--- src/rtl/pwr_mode_pkg.sv ---
package pwr_mode_pkg;

  localparam int DIV_W = 3;

  typedef struct packed {
    logic             rsvd;
    logic             xtal;
    logic             pll;
    logic             peri;
    logic             core;
    logic [DIV_W-1:0] div;
  } pwr_ctrl_t;

  localparam pwr_ctrl_t CTRL_RESET = 8'h7B;

  // Nesting rules: peripherals only go down with the core,
  // the PLL only goes down with both.
  function automatic logic nest_ok(input pwr_ctrl_t v);
    logic peri_rule;
    logic pll_rule;
    peri_rule = v.peri | ~v.core;
    pll_rule  = v.pll | (~v.peri & ~v.core);
    return peri_rule & pll_rule;
  endfunction

endpackage

--- src/rtl/pwr_unlock.sv ---
module pwr_unlock #(
  parameter int         ADDR_W    = 4,
  parameter logic [ADDR_W-1:0] KEY_ADDR  = '0,
  parameter logic [7:0] KEY_VALUE = 8'h01
) (
  input  logic              clk,
  input  logic              rst_n,
  input  logic              wr_en,
  input  logic [ADDR_W-1:0] wr_addr,
  input  logic [7:0]        wr_data,
  output logic              armed
);

  logic armed_nxt;

  // Every bus write re-evaluates the unlock; only a correct key arms it.
  always_comb begin
    armed_nxt = armed;
    if (wr_en) begin
      armed_nxt = (wr_addr == KEY_ADDR) && (wr_data == KEY_VALUE);
    end
  end

  always_ff @(posedge clk or negedge rst_n) begin
    if (!rst_n) begin
      armed <= 1'b0;
    end else begin
      armed <= armed_nxt;
    end
  end

endmodule

--- src/rtl/pwr_ctrl_reg.sv ---
module pwr_ctrl_reg
  import pwr_mode_pkg::*;
#(
  parameter int                ADDR_W    = 4,
  parameter logic [ADDR_W-1:0] CTRL_ADDR = 1
) (
  input  logic              clk,
  input  logic              rst_n,
  input  logic              wr_en,
  input  logic [ADDR_W-1:0] wr_addr,
  input  logic [7:0]        wr_data,
  input  logic              armed,
  input  logic              wake,
  output pwr_ctrl_t         ctrl
);

  pwr_ctrl_t cand;
  pwr_ctrl_t ctrl_nxt;
  logic      accept;

  always_comb begin
    cand      = pwr_ctrl_t'(wr_data);
    cand.rsvd = 1'b0;
    accept    = wr_en && (wr_addr == CTRL_ADDR) && armed && nest_ok(cand);

    ctrl_nxt = ctrl;
    if (accept) begin
      ctrl_nxt = cand;
    end
    // Wake-up has the last word on the three restorable domains.
    if (wake) begin
      ctrl_nxt.pll  = 1'b1;
      ctrl_nxt.peri = 1'b1;
      ctrl_nxt.core = 1'b1;
    end
  end

  always_ff @(posedge clk or negedge rst_n) begin
    if (!rst_n) begin
      ctrl <= CTRL_RESET;
    end else if (accept || wake) begin
      ctrl <= ctrl_nxt;
    end
  end

endmodule

--- src/rtl/pwr_clk_div.sv ---
module pwr_clk_div
  import pwr_mode_pkg::*;
#(
  parameter int SEL_W = DIV_W
) (
  input  logic             clk,
  input  logic             rst_n,
  input  logic [SEL_W-1:0] div_sel,
  output logic             tick
);

  localparam int CNT_W = (1 << SEL_W) - 1;

  logic [CNT_W-1:0] cnt, cnt_nxt;
  logic [SEL_W-1:0] act_sel, act_sel_nxt;
  logic [CNT_W-1:0] limit;

  always_comb begin
    limit       = ~({CNT_W{1'b1}} << act_sel);
    tick        = (cnt == limit);
    cnt_nxt     = cnt + 1'b1;
    act_sel_nxt = act_sel;
    if (tick) begin
      cnt_nxt     = '0;
      act_sel_nxt = div_sel;
    end
  end

  always_ff @(posedge clk or negedge rst_n) begin
    if (!rst_n) begin
      cnt     <= '0;
      act_sel <= SEL_W'(CTRL_RESET.div);
    end else begin
      cnt     <= cnt_nxt;
      act_sel <= act_sel_nxt;
    end
  end

endmodule

--- src/rtl/pwr_mode_ctrl.sv ---
module pwr_mode_ctrl
  import pwr_mode_pkg::*;
#(
  parameter int                ADDR_W    = 4,
  parameter logic [ADDR_W-1:0] KEY_ADDR  = 0,
  parameter logic [ADDR_W-1:0] CTRL_ADDR = 1,
  parameter logic [7:0]        KEY_VALUE = 8'h01
) (
  input  logic              clk,
  input  logic              rst_n,
  input  logic              wr_en,
  input  logic [ADDR_W-1:0] wr_addr,
  input  logic [7:0]        wr_data,
  input  logic [ADDR_W-1:0] rd_addr,
  output logic [7:0]        rd_data,
  input  logic              wake_i,
  output logic              xtal_on,
  output logic              pll_on,
  output logic              periph_on,
  output logic              core_on,
  output logic [DIV_W-1:0]  div_sel,
  output logic              hclk_en
);

  logic      armed;
  pwr_ctrl_t ctrl;

  pwr_unlock #(
    .ADDR_W   (ADDR_W),
    .KEY_ADDR (KEY_ADDR),
    .KEY_VALUE(KEY_VALUE)
  ) u_unlock (
    .clk    (clk),
    .rst_n  (rst_n),
    .wr_en  (wr_en),
    .wr_addr(wr_addr),
    .wr_data(wr_data),
    .armed  (armed)
  );

  pwr_ctrl_reg #(
    .ADDR_W   (ADDR_W),
    .CTRL_ADDR(CTRL_ADDR)
  ) u_reg (
    .clk    (clk),
    .rst_n  (rst_n),
    .wr_en  (wr_en),
    .wr_addr(wr_addr),
    .wr_data(wr_data),
    .armed  (armed),
    .wake   (wake_i),
    .ctrl   (ctrl)
  );

  pwr_clk_div #(
    .SEL_W(DIV_W)
  ) u_div (
    .clk    (clk),
    .rst_n  (rst_n),
    .div_sel(ctrl.div),
    .tick   (hclk_en)
  );

  always_comb begin
    rd_data = '0;
    if (rd_addr == CTRL_ADDR) begin
      rd_data = ctrl;
    end
  end

  assign xtal_on   = ctrl.xtal;
  assign pll_on    = ctrl.pll;
  assign periph_on = ctrl.peri;
  assign core_on   = ctrl.core;
  assign div_sel   = ctrl.div;

endmodule

--- config.mk ---
export PLATFORM = sky130hd
export DESIGN_NAME = pwr_mode_ctrl
export DESIGN_NICKNAME = d
export VERILOG_FILES = /design/src/rtl/pwr_mode_pkg.sv /design/src/rtl/pwr_unlock.sv /design/src/rtl/pwr_ctrl_reg.sv /design/src/rtl/pwr_clk_div.sv /design/src/rtl/pwr_mode_ctrl.sv
export SDC_FILE = /design/constraint.sdc
export NUM_CORES = 1
export LEC_CHECK = 0
export BUFFER_PORTS_ARGS = -buffer_cell sky130_fd_sc_hd__buf_4
export CAP_MARGIN = 5
export CORE_ASPECT_RATIO = 0.75
export CORE_MARGIN = 10
export CORE_UTILIZATION = 40
export CTS_BUF_LIST = sky130_fd_sc_hd__clkbuf_2 sky130_fd_sc_hd__clkbuf_4 sky130_fd_sc_hd__clkbuf_8
export CTS_CLUSTER_DIAMETER = 50
export DETAILED_ROUTE_END_ITERATION = 7
export MAX_ROUTING_LAYER = met4
export PLACE_DENSITY_LB_ADDON = 0.1
export SLEW_MARGIN = 40
export SYNTH_ARGS = -nofsm -noshare
export SYNTH_HDL_FRONTEND = slang
export SYNTH_SLANG_ARGS = --single-unit
--- constraint.sdc ---
create_clock -name clk -period 3.51 [get_ports clk]
set_clock_uncertainty 0.15 [all_clocks]
set_input_delay 0.8775 -clock clk [delete_from_list [all_inputs] [get_ports clk]]
set_output_delay 0.8775 -clock clk [all_outputs]
set_load 0.005 [all_outputs]
==> flow_metrics.tcl <==
set metrics [dict create \
    ys_types 37 \
    startpoint "u_div.act_sel[1]$_DFFE_PN1N_" \
    worst_slack_ns 0.563 \
    grt_max_degree 19 \
    vdd_drop_max_mv 0.280 \
    netSwitchingPower_uw 196 \
    synth_common_cells "12 x nor2_1, 10 x dfrtp_1, 8 x and2_1, 8 x dfstp_2, 6 x nand3_1" \
    clock_sinks 18 \
    port_buffers 34 \
    hold_class "input port to asynchronous set/reset pin" \
    ys.flop_type "dfrtp_1" \
    yosysWarnings 0 \
    yosysTopAreaCell "dfrtp_1" \
    ant_nets 0 \
    drc_errors 0 \
    final_hold_viol_count 0 \
    synth_edf_count 0 \
    path_clk_slew_ns 0.11 \
    grt_pass1_vias 871 \
    fmax_ghz 0.339 \
    fp.coreArea_sq_um 2360 \
    syn_inst 101 \
    worstSetupStartpointType "flop" \
    cts_tree "done" \
    r2r_start "u_div.act_sel[1]$_DFFE_PN1N_" \
    place_ws_ns 0.755 \
    rsz0062_at_grt "no" \
    power_density_nw_per_um2 442 \
    wirelength_microns 2660 \
    arrival_ns 1.92 \
    die_y_microns 63.8 \
    fp.dieW_microns 78.4 \
    wl_per_cell_microns 15.6 \
    critical_path_class "flop to output port" \
    finalMaxSlewViolations 0 \
    fin_util_pct 56.5 \
    async_flop_share_pct 100 \
    syn_nets 122 \
    synth_area_per_cell_sq_um 10.1 \
    critPathMaxFanout 9 \
    yosysSeqAreaShare_pct 45.0 \
    combPwrFrac_pct 32.5 \
    min_period_over_period_pct 84.0 \
    total_power_uw 590 \
    grt_usage_pct 11.1 \
    switching_share_pct 33.1 \
    fill_cells 219 \
    synth.area.top_cells "dfrtp_1 24%, dfstp_2 21%, mux2_2 5.5%" \
    clk_latency_ns 0.30 \
    postCtsSetupBuffers 0 \
    design_area_sq_um 1340 \
    max-clock-path-buffers 2 \
    hold_buffers 0 \
    gp_congestion 0.889 \
    reg2reg_depth 6 \
    io_pins 36 \
    vias 852 \
    setup_viol 0 \
    max-cap-violations 0 \
    regArea_sq_um 460 \
    synth_area_sq_um 1020 \
    place_area_sq_um 1300 \
    die_area_sq_um 5000 \
    crit_required_ns 2.48 \
    overflow 0 \
    clockRootBuffer "clkbuf_4" \
    finalSetupTns_ns 0 \
    cts-resized-gates 0 \
    drt_iter0_drc 41 \
    power_frac_clock_pct 22.0 \
    leakagePower_uw 0.000625 \
    status "finished clean" \
    drive_gt1_share_pct 41.6 \
    p_int_uw 395 \
    synth_seq_cells 18 \
    nets 159 \
    antenna_found_initial 0 \
    period_needed_ns 2.95 \
    grt_pass1_wl_microns 4500 \
    multi_input_area_sq_um 512 \
    synth.most_common_cell "nor2_1" \
    htreeDepth 1 \
    avgViaCountPerCell 4.98 \
    synth_top_area_share_pct 24.5 \
    end_kind "output port" \
    cts-buffers-inserted 3 \
    drtPass1Iterations 4 \
    diodes 0 \
    start_util_pct 43.2 \
    seqPwrFrac_pct 45.4 \
    hpwl_microns 2110 \
    syn_to_final_growth_pct 30.7 \
    row_count 15 \
]
[placed cells by master (no fill, tap or decap), types with 2 or more instances in the layout]
cell | synthesis | layout
buf_4 | 1 | 36
nor2_1 | 12 | 12
dfrtp_1 | 10 | 10
and2_1 | 8 | 8
dfstp_2 | 8 | 8
nand3_1 | 6 | 6
mux2_2 | 5 | 5
inv_1 | 4 | 4
nand2_1 | 4 | 4
o2111ai_1 | 3 | 3
o21ai_0 | 3 | 3
xor2_1 | 3 | 3
a21oi_1 | 3 | 3
clkbuf_4 | 0 | 3
o21ai_1 | 2 | 2
a21o_1 | 2 | 2
a211o_1 | 2 | 2
and3_1 | 2 | 2
xnor2_1 | 2 | 2
mux2_4 | 2 | 2
[worst max-delay path, stage by stage, from the launching register on]
cell,delay (ns)
dfstp_2,0.62
nor2_1,0.08
a211o_1,0.29
a21o_1,0.19
a221oi_2,0.29
buf_4,0.16
[area by class of cell]
class	instances	area share (%)
multi-input cells	75	38.3
flip-flops and latches	18	34.5
repair buffers	36	20.2
well taps	34	3.18
clock buffers	4	2.72
inverters	4	1.12
[per-layer routing]
| layer | global-route usage (%) | share of wire (%) | wire length (microns) | vias up |
|---|---|---|---|---|
| met1 | 15.6 | 52 | 1380 | 384 |
| met5 | - | 0 | 0 | - |
| li1 | - | - | - | 433 |
| met3 | 4.05 | 6.5 | 173 | 4 |
| met4 | 3.13 | 0.68 | 18 | 0 |
| met2 | 14.1 | 41 | 1090 | 31 |
[metrics by stage]
stage          hold slack (ns)  cells
6_report                 0.269    171
5_1_grt                  0.257    171
4_1_cts                  0.270    171
3_5_place_dp             0.402    167
3_3_place_gp             0.398    167
2_1_floorplan            0.352    101
[cells by family (layout without fill, tap and decap cells)]
kind of cell / Yosys count / count (layout) / synth area share [%]
simple gates: 41 / 41 / 21.4
xor+xnor: 5 / 5 / 4.28
compound gates: 20 / 20 / 14.3
mux: 7 / 7 / 8.45
other cells: 1 / 1 / 0.367
fa+ha+maj: 1 / 1 / 1.22
flops: 18 / 18 / 45.0
buf+inv: 8 / 44 / 4.90
[registers in the layout (all words and copies together), names as in the netlist]
| name | count |
|---|---|
| u_unlock.armed | 1 |
| u_reg.ctrl | 7 |
| u_div.act_sel | 3 |
| u_div.cnt | 7 |
[power groups by stage]
| stage | clock network [uW] | logic (uW) | registers (uW) |
|---|---|---|---|
| after floorplan | 0 | 141 | 257 |
| after global placement | 0 | 190 | 269 |
| after CTS | 133 | 195 | 266 |
| after global routing | 144 | 212 | 272 |
| after detailed placement | 0 | 193 | 270 |
| final | 130 | 192 | 268 |
[worst paths after layout]
kind	endpoint	slack [ns]
setup / recovery	hclk_en	0.56
hold / removal	u_div.cnt[0]$_DFF_PN0_	0.27
setup reg to reg	u_div.act_sel[2]$_DFFE_PN0N_	1.25
hold reg to reg	u_unlock.armed$_DFFE_PN0P_	0.41
max in group asynchronous	u_reg.ctrl[3]$_DFFE_PN1P_	2.68
min in group clk	u_unlock.armed$_DFFE_PN0P_	0.41
No activity file was read; power rests on OpenSTA's default activity.
